`config.mk`:
```
export PLATFORM = sky130hd
export DESIGN_NAME = exc_capture_unit
export DESIGN_NICKNAME = d
export VERILOG_FILES = /design/src/rtl/exc_pkg.sv /design/src/rtl/exc_pc_steer.sv /design/src/rtl/exc_state_regs.sv /design/src/rtl/exc_capture_unit.sv
export SDC_FILE = /design/constraint.sdc
export NUM_CORES = 1
export LEC_CHECK = 0
export ABC_AREA = 1
export BUFFER_PORTS_ARGS = -buffer_cell sky130_fd_sc_hd__buf_2
export CORE_AREA = 2 2 102 104
export CTS_CLUSTER_SIZE = 25
export DETAILED_ROUTE_END_ITERATION = 7
export DIE_AREA = 0 0 104 106
export PLACE_DENSITY = 0.74
export SLEW_MARGIN = 40
export SYNTH_ARGS = -nofsm -noshare
export SYNTH_HDL_FRONTEND = slang
export SYNTH_SLANG_ARGS = --single-unit
```
`constraint.sdc`:
```
create_clock -name clk -period 1 [get_ports clk]
set_clock_uncertainty 0.05 [all_clocks]
set_input_delay 0.05 -clock clk [delete_from_list [all_inputs] [get_ports clk]]
set_output_delay 0.05 -clock clk [all_outputs]
set_load 0.01 [all_outputs]
```
`src/rtl/exc_pkg.sv`:
```
package exc_pkg;
  localparam int XLEN  = 32;
  localparam int IDX_W = 26;
  localparam logic [XLEN-1:0] HANDLER_ADDR = 32'h8000_0180;

  typedef enum logic [1:0] {
    PCS_ALU     = 2'd0,
    PCS_ALUREG  = 2'd1,
    PCS_JUMP    = 2'd2,
    PCS_HANDLER = 2'd3
  } pc_src_e;

  localparam logic CAUSE_UNDEF = 1'b0;
  localparam logic CAUSE_OVF   = 1'b1;
endpackage

```
`src/rtl/exc_pc_steer.sv`:
```
module exc_pc_steer
  import exc_pkg::*;
#(
  parameter int W = XLEN,
  parameter int IW = IDX_W,
  parameter logic [W-1:0] HANDLER = HANDLER_ADDR
) (
  input  logic [W-1:0]  alu_result,
  input  logic [W-1:0]  alu_out_reg,
  input  logic [W-1:0]  pc_cur,
  input  logic [IW-1:0] idx,
  input  logic [1:0]    sel,
  output logic [W-1:0]  pc_nxt
);
  localparam int HI_W = W - IW - 2;

  logic [W-1:0] jump_tgt;

  always_comb begin
    jump_tgt = {pc_cur[W-1 -: HI_W], idx, 2'b00};
  end

  always_comb begin
    unique case (pc_src_e'(sel))
      PCS_ALU:     pc_nxt = alu_result;
      PCS_ALUREG:  pc_nxt = alu_out_reg;
      PCS_JUMP:    pc_nxt = jump_tgt;
      PCS_HANDLER: pc_nxt = HANDLER;
      default:     pc_nxt = alu_result;
    endcase
  end


  always_comb begin
    jump_low_chk: assert (sel != 2'd2 || pc_nxt[1:0] == 2'b00)
      else $error("jump target not word aligned");
  end
endmodule

```
`src/rtl/exc_state_regs.sv`:
```
module exc_state_regs
  import exc_pkg::*;
#(
  parameter int W = XLEN
) (
  input  logic         clk,
  input  logic         rst_n,
  input  logic [W-1:0] epc_in,
  input  logic         epc_wr,
  input  logic         cause_wr,
  input  logic         cause_sel,
  input  logic         ovf_in,
  output logic [W-1:0] epc_q,
  output logic [W-1:0] cause_q,
  output logic         ovf_q
);
  logic [W-1:0] epc_d;
  logic [W-1:0] cause_d;

  always_comb begin
    epc_d = epc_q;
    if (epc_wr) epc_d = epc_in;
  end

  always_comb begin
    cause_d = cause_q;
    if (cause_wr) cause_d = {{(W-1){1'b0}}, cause_sel};
  end

  always_ff @(posedge clk or negedge rst_n) begin
    if (!rst_n) begin
      epc_q   <= '0;
      cause_q <= '0;
      ovf_q   <= 1'b0;
    end else begin
      epc_q   <= epc_d;
      cause_q <= cause_d;
      ovf_q   <= ovf_in;
    end
  end


  epc_load_chk: assert property (@(posedge clk) disable iff (!rst_n)
    epc_wr |=> epc_q == $past(epc_in));

  epc_hold_chk: assert property (@(posedge clk) disable iff (!rst_n)
    !epc_wr |=> $stable(epc_q));

  cause_load_chk: assert property (@(posedge clk) disable iff (!rst_n)
    cause_wr |=> cause_q[0] == $past(cause_sel));

  cause_hold_chk: assert property (@(posedge clk) disable iff (!rst_n)
    !cause_wr |=> $stable(cause_q));

  cause_upper_chk: assert property (@(posedge clk) disable iff (!rst_n)
    cause_q[W-1:1] == '0);

  no_overflow_chk: assert property (@(posedge clk) disable iff (!rst_n)
    1'b1 |=> ovf_q == $past(ovf_in));
endmodule

```
`src/rtl/exc_capture_unit.sv`:
```
module exc_capture_unit
  import exc_pkg::*;
(
  input  logic             clk,
  input  logic             rst_n,
  input  logic [XLEN-1:0]  alu_result,
  input  logic [XLEN-1:0]  alu_out_reg,
  input  logic [IDX_W-1:0] instr_idx,
  input  logic [1:0]       pc_src,
  input  logic             pc_wr,
  input  logic             pc_wr_cond,
  input  logic             alu_zero,
  input  logic             alu_ovf,
  input  logic             epc_wr,
  input  logic             cause_wr,
  input  logic             cause_sel,
  output logic [XLEN-1:0]  next_pc,
  output logic [XLEN-1:0]  pc_q,
  output logic [XLEN-1:0]  epc_q,
  output logic [XLEN-1:0]  cause_q,
  output logic             ovf_held
);
  logic            pc_en;
  logic [XLEN-1:0] pc_d;

  exc_pc_steer #(.W(XLEN), .IW(IDX_W), .HANDLER(HANDLER_ADDR)) u_steer (
    .alu_result  (alu_result),
    .alu_out_reg (alu_out_reg),
    .pc_cur      (pc_q),
    .idx         (instr_idx),
    .sel         (pc_src),
    .pc_nxt      (next_pc)
  );

  exc_state_regs #(.W(XLEN)) u_state (
    .clk       (clk),
    .rst_n     (rst_n),
    .epc_in    (alu_result),
    .epc_wr    (epc_wr),
    .cause_wr  (cause_wr),
    .cause_sel (cause_sel),
    .ovf_in    (alu_ovf),
    .epc_q     (epc_q),
    .cause_q   (cause_q),
    .ovf_q     (ovf_held)
  );

  always_comb begin
    pc_en = pc_wr | (pc_wr_cond & alu_zero);
    pc_d  = pc_en ? next_pc : pc_q;
  end

  always_ff @(posedge clk or negedge rst_n) begin
    if (!rst_n) pc_q <= '0;
    else        pc_q <= pc_d;
  end


  pc_load_chk: assert property (@(posedge clk) disable iff (!rst_n)
    pc_wr |=> pc_q == $past(next_pc));

  pc_cond_hold_chk: assert property (@(posedge clk) disable iff (!rst_n)
    (!pc_wr && !(pc_wr_cond && alu_zero)) |=> $stable(pc_q));

  handler_sel_chk: assert property (@(posedge clk) disable iff (!rst_n)
    pc_src == 2'd3 |-> next_pc == HANDLER_ADDR);
endmodule

```
==> impl_results.md <==
* Final Setup Violations at 12
* Global route overflow at 0
* RSZ-0062 raised after global routing: yes
* Register area share after synthesis at 0.489
* Initial antenna violation count at 0
* CTS Buf Count at 9
* Post-Synthesis Cells at 385
* Avg Cell Area, Syn at approximately 8.8 um^2
* Synthesis Warnings at 0
* Biggest area consumer among synthesized cells: dfrtp_1
* Wire per inst at roughly 17 um
* Critical Path Sink Type: output port
* Data arrival, critical path at 1.12 ns
* Die Span Y at 106 um
* Pwr per Cell Area at approximately 1400 nW/um^2
* Clock Power Share at 0.299
* CTS root buffer: clkbuf_8
* Layout Cells excl Fill at approximately 800
* Post-route ant nets at 0
* Worst r2r path cells at 5
* Port bufs at around 200
* Period utilisation layout at 1.22
* Synth unique cells at 14
* Int Pwr at ~0.0054 W
* Reg-to-Reg End: pc_q[31]$_DFFE_PN0P_
* Comb power frac at 0.302
* Share of power burned in registers at 0.399
* # fillers at 843
* TritonCTS clock tree: done
* Hold path start: alu_result[27]
* Hold path endpoint: pc_q[27]$_DFFE_PN0P_
* Failing checks: negative hold slack, negative setup slack
* Critical Path RT at 0.90 ns
* Post-detail-place hpwl at approximately 8300 um
* DIE AREA at around 11000 um^2
* DR vias at ~3900
* Top Ports at 230
* First-pass GRT wire length at 18500 um
* Seq cells post-synth at 66
* Cell Area, Synth at ~3400 um^2
* Post-route minimum period at 1.22 ns
* Sum Neg Setup Slack at -1.16 ns
* Maxcap violations at 0
* Hold Worst Slack at -0.00106 ns
* Post-Route WL at between 10000 and 15000 um
* # DRC at 0
* Share of cells above drive strength 1 at 0.502
* Deepest clock path buffer count at 2
* Hold Vio Cnt, Final at 1
* Area after DPL at 4570 um^2
* Worst Setup Slack, final at -0.220 ns
* Final net count at 756
* Synth area leaders: dfrtp_1 49%, nand2_1 15%, nand3_1 13%, mux2_2 10%, buf_4 8.7%
* Fmax at about 800 MHz
* Vias per cell at around 4.9
* Async S/R FF share, synth at 1.00
* Most frequent cell after synthesis: nand2_1
* Critical path class: reg2out
* # rows at 37
* Largest net degree at the start of global routing at 36
* P_sw at ~0.0024 W
* Commonest cells in the netlist: 131 x nand2_1, 89 x nand3_1, 66 x dfrtp_1
* H-tree Lvls at 3
* Outcome: finished, violations left
* Placeable Area at 10000 um^2
* GRT Resource Usage Total at 0.213
* Clock slew at reported path FFs at around 0.080 ns
* Post-route cell area at between 5000 and 6000 um^2
* CTS sink cnt at 66
* Number of DRC markers in iteration 0 at roughly 250
* Vias in the first global route at between 3000 and 4000
* WHS Path Cells at 5
* R2R Setup Slk at -0.01 ns
* Post-synth top area share at 0.489
* EDFF count, synth at 0
* Worst min-delay path class: in2reg
* Maximum vdd drop at between 0.6 and 0.7 mV
* Sw frac at 0.310
* Pre-CTS WS at -0.0243 ns
* # diodes at 0
* Critical Path Source Type: flip-flop
* Die X at between 100 and 150 um
* Area Growth Syn to Fin at 71.7%
* DP Cell Count at ~700
* Slew Viols, Final at 0
* Final GP Congestion at between 0.8 and 0.9
* Number of iterations in the first detailed-routing pass at 4
* P_leak at approximately 3.2 nW
* Initial core utilization at 0.338
* Start of the worst register-to-register path: pc_q[31]$_DFFE_PN0P_
* Ys flop type: dfrtp_1
* Max FO, Critical Path at 3
* Worst-skew pair later-pin latency at between 0.3 and 0.4 ns
[layout make-up]
cell class / count / area, um^2 / share of cell area
inverters: 4 / 17.5 / 0.00302
clock inverters: 6 / 72.6 / 0.0125
multi-input cells: 289 / 1600 / 0.276
clock buffers: 10 / 138 / 0.0237
flip-flops and latches: 66 / 1650 / 0.285
well taps: 136 / 170 / 0.0293
repair buffers: 285 / 2150 / 0.371
[critical path, cell delays in order, from the launching register on]
cell	delay (ns)
dfrtp_1	0.40
o21ai_1	0.12
nand3_1	0.11
buf_2	0.16
[registers in the layout, summed over array words and instances, names as in the netlist]
signal           flops
pc_q                32
u_state.ovf_q        1
u_state.cause_q      1
u_state.epc_q       32
[layout by cell type (no fill, tap or decap), drive strengths merged]
master       count
buf            246
nand2          131
nand3           89
dfrtp           66
dlygate4sd3     36
mux2            33
conb            31
clkbuf          13
inv              6
o21ai            3
nor2             2
clkinv           2
clkinvlp         1
bufinv           1
[per-stage QoR]
stage	total power, W	util
floorplan	0.00406	-
detailed placement	0.00493	0.457
CTS	0.00752	0.524
finish	0.00784	0.580
global route	0.00823	0.580
global placement	0.00489	0.457
[per-layer routing]
metal  part of all wire  GRT usage  vias to the layer above
met5                  0          0                        -
met4              0.037      0.100                        0
met3              0.083     0.0582                       46
met2               0.52      0.388                      249
met1               0.36      0.228                     1881
li1                   -          -                     1746
[how the worst max path moves through the flow]
stage | from | to | slack, ns | cells after the start
4_1_cts | pc_q[31]$_DFFE_PN0P_ | next_pc[31] | -0.24 | 3
6_report | pc_q[31]$_DFFE_PN0P_ | next_pc[31] | -0.22 | 3
3_3_place_gp | pc_src[1] | next_pc[9] | -0.0009 | 5
5_1_grt | pc_q[31]$_DFFE_PN0P_ | next_pc[31] | -0.29 | 3
2_1_floorplan | pc_q[31]$_DFFE_PN0P_ | pc_q[31]$_DFFE_PN0P_ | 0.02 | 4
3_5_place_dp | pc_src[1] | next_pc[4] | -0.02 | 5
[repair_timing]
item / in CTS / in global routing
hold buffers: 36 / 17
setup endpoints to repair: 27 / 87
setup buffers: 8 / 22
gates resized for setup: 10 / 71
endpoints found under the hold margin: 118 / 18
cloned: 0 / 3
pin swaps: 6 / 9
[cells by family (layout without fill, tap and decap cells)]
logic type | after synthesis | after routing | share of synthesized area
AOI/OAI and AO/OA | 3 | 3 | 0.00444
buffers and inverters | 60 | 305 | 0.114
DFF | 66 | 66 | 0.489
muxes | 33 | 33 | 0.110
other | 1 | 31 | 0.00111
and+or+nand+nor | 222 | 222 | 0.282
[power groups by stage]
stage	registers, W	clock network [W]	logic [W]
2_1_floorplan	0.00329	0	0.000776
3_3_place_gp	0.00314	0	0.00174
3_5_place_dp	0.00316	0	0.00177
4_1_cts	0.00311	0.00244	0.00197
5_1_grt	0.00315	0.00254	0.00254
6_report	0.00312	0.00235	0.00237
No activity file was read; power rests on OpenSTA's default activity.
